**config.mk**
```make
export PLATFORM = sky130hd
export DESIGN_NAME = os_match_timer
export DESIGN_NICKNAME = d
export VERILOG_FILES = /design/src/rtl/otm_pkg.sv /design/src/rtl/otm_counter.sv /design/src/rtl/otm_channel.sv /design/src/rtl/otm_watchdog.sv /design/src/rtl/os_match_timer.sv
export SDC_FILE = /design/constraint.sdc
export NUM_CORES = 1
export LEC_CHECK = 0
export CORE_MARGIN = 8
export CORE_UTILIZATION = 40
export CTS_CLUSTER_SIZE = 8
export DETAILED_ROUTE_END_ITERATION = 16
export HOLD_SLACK_MARGIN = 0.05
export SLEW_MARGIN = 15
export SYNTH_ARGS = -nofsm -noshare
export SYNTH_HDL_FRONTEND = slang
export SYNTH_SLANG_ARGS = --single-unit
```
**constraint.sdc**
```tcl
create_clock -name clk -period 3.05 [get_ports clk]
set_input_delay 0.61 -clock clk [delete_from_list [all_inputs] [get_ports clk]]
set_output_delay 0.61 -clock clk [all_outputs]
set_load 0.02 [all_outputs]
```
**src/rtl/otm_pkg.sv**
```systemverilog
package otm_pkg;
  localparam int BUS_W = 32;
  localparam int IE_BITS = 12;
  localparam logic [7:0] OFF_MATCH0 = 8'h00;
  localparam logic [7:0] OFF_COUNT  = 8'h10;
  localparam logic [7:0] OFF_STATUS = 8'h14;
  localparam logic [7:0] OFF_WDOG   = 8'h18;
  localparam logic [7:0] OFF_IE     = 8'h1C;
  localparam int MATCH_STRIDE = 4;
endpackage

```
**src/rtl/otm_counter.sv**
```systemverilog
module otm_counter #(
  parameter int CNT_W = 32
) (
  input  logic             clk,
  input  logic             rst_n,
  input  logic             tick_en,
  input  logic             load_en,
  input  logic [CNT_W-1:0] load_val,
  output logic [CNT_W-1:0] count_q,
  output logic             step,
  output logic [CNT_W-1:0] count_next
);
  // Modular increment: the all-ones value rolls over to zero.
  function automatic logic [CNT_W-1:0] advance(input logic [CNT_W-1:0] c);
    return c + CNT_W'(1);
  endfunction

  // A load in the same cycle suppresses the tick, so no match is seen then.
  assign step       = tick_en && !load_en;
  assign count_next = advance(count_q);

  always_ff @(posedge clk) begin
    if (!rst_n)       count_q <= '0;
    else if (load_en) count_q <= load_val;
    else if (tick_en) count_q <= count_next;
  end
endmodule

```
**src/rtl/otm_channel.sv**
```systemverilog
module otm_channel #(
  parameter int CNT_W = 32
) (
  input  logic             clk,
  input  logic             rst_n,
  input  logic             match_wr,
  input  logic [CNT_W-1:0] match_val,
  input  logic             step,
  input  logic [CNT_W-1:0] count_next,
  input  logic             irq_en,
  input  logic             clr_req,
  output logic [CNT_W-1:0] match_q,
  output logic             hit,
  output logic             status_q
);
  function automatic logic is_match(input logic [CNT_W-1:0] a,
                                    input logic [CNT_W-1:0] b);
    return a == b;
  endfunction

  // Event: the counter is stepping onto this channel's value at this edge.
  assign hit = step && is_match(count_next, match_q);

  always_ff @(posedge clk) begin
    if (!rst_n)        match_q <= '0;
    else if (match_wr) match_q <= match_val;
  end

  // A fresh enabled match outranks a software clear in the same cycle.
  always_ff @(posedge clk) begin
    if (!rst_n)              status_q <= 1'b0;
    else if (hit && irq_en)  status_q <= 1'b1;
    else if (clr_req)        status_q <= 1'b0;
  end
endmodule

```
**src/rtl/otm_watchdog.sv**
```systemverilog
module otm_watchdog (
  input  logic clk,
  input  logic rst_n,
  input  logic arm_wr,
  input  logic arm_val,
  input  logic wd_hit,
  output logic armed_q,
  output logic rst_req_q
);
  // Arm bit can only be set; only reset returns it to zero.
  always_ff @(posedge clk) begin
    if (!rst_n) begin
      armed_q   <= 1'b0;
      rst_req_q <= 1'b0;
    end else begin
      armed_q   <= armed_q | (arm_wr & arm_val);
      rst_req_q <= armed_q & wd_hit;
    end
  end
endmodule

```
**src/rtl/os_match_timer.sv**
```systemverilog
module os_match_timer #(
  parameter int CNT_W  = 32,
  parameter int NUM_CH = 4,
  parameter int ADDR_W = 8
) (
  input  logic                     clk,
  input  logic                     rst_n,
  input  logic                     tick_en,
  input  logic [ADDR_W-1:0]        bus_addr,
  input  logic                     bus_wr,
  input  logic [otm_pkg::BUS_W-1:0] bus_wdata,
  output logic [otm_pkg::BUS_W-1:0] bus_rdata,
  output logic [NUM_CH-1:0]        irq_o,
  output logic                     rst_req_o
);
  import otm_pkg::*;

  localparam int IE_W   = IE_BITS;
  localparam int WD_CH  = NUM_CH - 1;
  localparam logic [ADDR_W-1:0] A_COUNT  = ADDR_W'(OFF_COUNT);
  localparam logic [ADDR_W-1:0] A_STATUS = ADDR_W'(OFF_STATUS);
  localparam logic [ADDR_W-1:0] A_WDOG   = ADDR_W'(OFF_WDOG);
  localparam logic [ADDR_W-1:0] A_IE     = ADDR_W'(OFF_IE);

  // Named internal events, visible to the bound checker.
  logic                 cnt_wr;
  logic                 stat_wr;
  logic                 wdog_wr;
  logic                 ie_wr;
  logic                 step;
  logic [CNT_W-1:0]     count_q;
  logic [CNT_W-1:0]     count_next;
  logic [NUM_CH-1:0]    hit_vec;
  logic [NUM_CH-1:0]    status_q;
  logic [NUM_CH-1:0]    stat_clr;
  logic [NUM_CH-1:0]    match_sel;
  logic [IE_W-1:0]      ie_q;
  logic                 wdog_en_q;
  logic                 rst_req_q;
  logic                 addr_mapped;
  logic [CNT_W-1:0]     match_arr [NUM_CH];

  assign cnt_wr   = bus_wr && (bus_addr == A_COUNT);
  assign stat_wr  = bus_wr && (bus_addr == A_STATUS);
  assign wdog_wr  = bus_wr && (bus_addr == A_WDOG);
  assign ie_wr    = bus_wr && (bus_addr == A_IE);
  assign stat_clr = stat_wr ? bus_wdata[NUM_CH-1:0] : '0;

  otm_counter #(.CNT_W(CNT_W)) u_counter (
    .clk        (clk),
    .rst_n      (rst_n),
    .tick_en    (tick_en),
    .load_en    (cnt_wr),
    .load_val   (bus_wdata[CNT_W-1:0]),
    .count_q    (count_q),
    .step       (step),
    .count_next (count_next)
  );

  for (genvar i = 0; i < NUM_CH; i++) begin : g_ch
    localparam logic [ADDR_W-1:0] A_MATCH = ADDR_W'(OFF_MATCH0) + ADDR_W'(MATCH_STRIDE * i);
    assign match_sel[i] = (bus_addr == A_MATCH);

    otm_channel #(.CNT_W(CNT_W)) u_chan (
      .clk        (clk),
      .rst_n      (rst_n),
      .match_wr   (bus_wr && match_sel[i]),
      .match_val  (bus_wdata[CNT_W-1:0]),
      .step       (step),
      .count_next (count_next),
      .irq_en     (ie_q[i]),
      .clr_req    (stat_clr[i]),
      .match_q    (match_arr[i]),
      .hit        (hit_vec[i]),
      .status_q   (status_q[i])
    );
  end

  always_ff @(posedge clk) begin
    if (!rst_n)     ie_q <= '0;
    else if (ie_wr) ie_q <= bus_wdata[IE_W-1:0];
  end

  otm_watchdog u_wdog (
    .clk       (clk),
    .rst_n     (rst_n),
    .arm_wr    (wdog_wr),
    .arm_val   (bus_wdata[0]),
    .wd_hit    (hit_vec[WD_CH]),
    .armed_q   (wdog_en_q),
    .rst_req_q (rst_req_q)
  );

  assign addr_mapped = (|match_sel) || (bus_addr == A_COUNT) || (bus_addr == A_STATUS)
                    || (bus_addr == A_WDOG) || (bus_addr == A_IE);

  always_comb begin
    bus_rdata = '0;
    if (bus_addr == A_COUNT)  bus_rdata = BUS_W'(count_q);
    if (bus_addr == A_STATUS) bus_rdata = BUS_W'(status_q);
    if (bus_addr == A_WDOG)   bus_rdata = BUS_W'(wdog_en_q);
    if (bus_addr == A_IE)     bus_rdata = BUS_W'(ie_q);
    for (int k = 0; k < NUM_CH; k++) begin
      if (match_sel[k]) bus_rdata = BUS_W'(match_arr[k]);
    end
  end

  assign irq_o     = status_q;
  assign rst_req_o = rst_req_q;
endmodule

```
==> key figures <==
Logic synthesis
  • Synth Instances: 1500
  • Sequential share of the synthesized area: 32.5%
  • Async SR Flop Fraction: 0%
  • Yosys Warn Count: 0
  • Post-synthesis cell type count: 66
  • Synth Register Bits: 178
  • Synth area leaders: dfxtp_1, nand2_1, xnor2_1, a21oi_1, xor2_1
  • Syn avg cell area: approximately 7.3 um^2
  • Area share of the largest cell type after synthesis: 32.5%
  • Post-Syn Nets: approximately 1500
  • EDFF count, synth: 0
  • Synth Flop Type: dfxtp_1
  • Yosys top cell by area: dfxtp_1
  • Mapped cell area: 11000 um^2

Worst setup path
  • Reg2reg end: g_ch[0].u_chan.status_q$_SDFFE_PN0P_
  • CP endpoint kind: flop
  • CP startpoint kind: flop
  • Worst path depth: 9
  • CP delay by family, top: simple AND/OR/NAND/NOR gates
  • CP max-delay cell: or4_4
  • CP arrival: 3.35 ns
  • CP startpoint: u_counter.count_q[5]$_SDFFE_PN0P_
  • R2R setup slack: 0.04 ns
  • CP Data Required Time: about 3.4 ns
  • Cells along the critical path: nand4_4 > buf_6 > or3_4 > or4_4 > a22oi_2 > buf_4 > nand3_1 > or4_1 > o31ai_2
  • Worst R2R Path Depth: 9
  • Critical path class: reg -> reg
  • Reg-to-Reg Start: u_counter.count_q[5]$_SDFFE_PN0P_
  • CP max FO: 8
  • Largest stage delay on the critical path: approximately 0.56 ns
  • CP bufs+invs: 2

STA
  • Ratio of final minimum period to clock period: a little over nine tenths
  • Layout Skew: between 0.02 and 0.025 ns
  • Fmax: 332 MHz
  • Post-route setup TNS: 0 ns
  • Least-Margin Pin Slew: 0.657 ns
  • Hold slack: roughly 0.46 ns
  • Max Slew Vio Count: 0
  • RSZ-0062 raised after global routing: yes
  • Post-route minimum period: 3.01 ns
  • Slew margin rel.: 56.2%
  • Endpoints failing setup: 0
  • Final Hold Vio Count: 0

Die
  • Die height: 182 um
  • Die area: 33000 um^2
  • Core Region: between 20000 and 30000 um^2
  • Cell Rows: 60
  • Starting Density: 40.7%
  • Die width: 182 um
  • Ports: 81

Global routing
  • Initial antenna violation count: 0
  • GRT Util Overall: 30.9%
  • Vias in the first global route: roughly 12000
  • Total gr overflow: 0
  • First-pass GRT wire length: 77100 um
  • Largest net degree at the start of global routing: 60

Clock tree
  • H-tree depth: 4
  • Clock latency on the worst-skew pair: roughly 0.45 ns
  • CTS root buf: clkbuf_16
  • Clk slew on worst S/H paths: 0.09 ns
  • Clock Path Buffers: 2
  • CTS Buf Count: 17
  • Hold-fix buffers, CTS: 0
  • CTS sink cnt: 178
  • CTS tree: done

Power and ir drop
  • Peak supply drop: between 300 and 400 uV
  • Leak: 5.14 nW
  • Tot Pwr: 4.91 mW
  • Pwr dens: approximately 340 nW/um^2

Route
  • Residual DRC count: 0
  • Met3 WL: 5000 um
  • Total wire length: ~52000 um
  • Via Count: ~12000
  • Drt wl/cell: 25.6 um
  • Initial drt markers: 1542
  • M1 WL: roughly 22000 um
  • Post-DRT Antenna Nets: 0
  • Met2 WL: 22900 um
  • Drt pass-1 iters: 6
  • DR vias/cell: 6.07
  • DR top layer: met4

Cells and area
  • Multi-input logic area: 7140 um^2
  • Number of diodes: 0
  • Fillers: between 2000 and 3000
  • Area Overhead vs Synth: 30.0%
  • Layout cells sized above 1: 21.4%
  • Fin util: 52.9%
  • Storage cell area: roughly 3600 um^2
  • Layout Nets: roughly 1700

Flow run
  • Maxcap violations: 0

Placed design
  • HPWL Detailed: about 40000 um
  • Routability cong.: 1.06
  • I/O Buffers: 80

Run status
  • Outcome: completed

Hold path
  • Number of cells on the worst hold path: 2
  • Hold WC Path Type: reg -> reg
  • Hold EP: ie_q[8]$_SDFFE_PN0P_
  • Hold path start: ie_q[8]$_SDFFE_PN0P_
-- sequential cells by signal (all words and copies together), names as in the netlist --
signal and cells:
g_ch.u_chan.match_q 128, g_ch.u_chan.status_q 4, ie_q 12, u_counter.count_q 32
u_wdog.armed_q 1, u_wdog.rst_req_q 1
-- tightest hold or removal path: cells and delay by family, from the launching register on --
kind / cells / cell delay, ns
compound gates: 1 / 0.05
flops: 1 / 0.32
simple gates: 1 / 0.05
-- cell type report --
cell class / instances / area share [%]
clock buffer: 19 / 3.18
clock inverter: 12 / 0.764
inverter: 7 / 0.202
multi-input combinational: 1184 / 50.1
sequential: 178 / 25.1
tap: 341 / 2.99
timing repair buffer: 300 / 17.7
-- per-stage QoR --
stage	instance area [um^2]	setup WS (ns)	std cells
6_report	14300	0.0388	2041
5_1_grt	14300	-0.0169	2041
4_1_cts	14000	-0.0113	2031
3_5_place_dp	13400	-0.722	1993
3_3_place_gp	13400	-0.683	1993
2_1_floorplan	11000	0.00320	1500
-- Yosys cell counts, types with 6 or more instances --
master     instances
a211oi_1          29
a21oi_1          151
a221o_1            9
a222oi_1           6
a22oi_1           23
a31oi_1           25
and2_1            11
and3_1            14
and4_1            11
buf_2             13
buf_4              8
clkbuf_1         105
dfxtp_1          178
inv_1              7
mux2i_1            8
nand2_1          357
nand2b_1           9
nand3_1           64
nand4_1           25
nor2_1            90
nor3_1            19
nor4_1            12
o2111ai_1          6
o21ai_0           57
xnor2_1           97
xor2_1            74
-- worst max-delay path by stage --
stage                                           endpoint
finish              g_ch[0].u_chan.status_q$_SDFFE_PN0P_
global route        g_ch[0].u_chan.status_q$_SDFFE_PN0P_
CTS                 g_ch[2].u_chan.status_q$_SDFFE_PN0P_
detailed placement                          bus_rdata[9]
global placement                            bus_rdata[9]
floorplan                                  bus_rdata[29]
-- cells by family after synthesis --
family | Yosys count | share of synthesized area (%)
AOI/OAI and AO/OA | 348 | 19.6
xor gates and xnor gates | 174 | 14.2
adders and majority gates | 1 | 0.114
buffers and inverters | 138 | 5.15
DFF | 178 | 32.5
muxes | 13 | 1.24
and+or+nand+nor | 648 | 27.2
-- what timing repair did --
item                                    4_1_cts  5_1_grt
endpoints found under the setup margin       37       11
gates cloned                                  2        0
gates resized for setup                     186       38
setup buffers                                 5       11
pin swaps                                    13       17
-- layer usage --
layer | GRT usage, % | up-vias
met1 | 42.2 | 5982
met5 | 0 | -
met4 | 12.3 | 0
met2 | 47.8 | 680
met3 | 5.35 | 131
li1 | - | 5590
-- power breakdown --
group / total, mW / switching [mW] / internal [mW]
Sequential: 2.34 / 0.00817 / 2.33
Combinational: 0.337 / 0.207 / 0.131
Clock: 2.23 / 1.11 / 1.12
Total: 4.91 / 1.33 / 3.58
-- cell usage in the layout (no fill, tap or decap), drive strengths merged, types with 6 or more instances in the layout --
master         Yosys  routed
and4              11      11
clkbuf           105      21
nand3             64      64
nand2b             9       9
xnor2             98      98
nor4              17      17
a21oi            151     151
nand2            357     357
or4                6       6
a22oi             23      23
mux2i              8       8
a31oi             25      25
clkdlybuf4s50      0      40
o21ai             58      58
nand4             27      27
nor2              91      91
and2              11      11
and3              14      14
a222oi             6       6
a211oi            29      29
inv                7      17
buf               26     249
o2111ai            6       6
a221o              9       9
dfxtp            178     178
nor3              21      21
xor2              74      74
(Power assumes the default switching activity.)
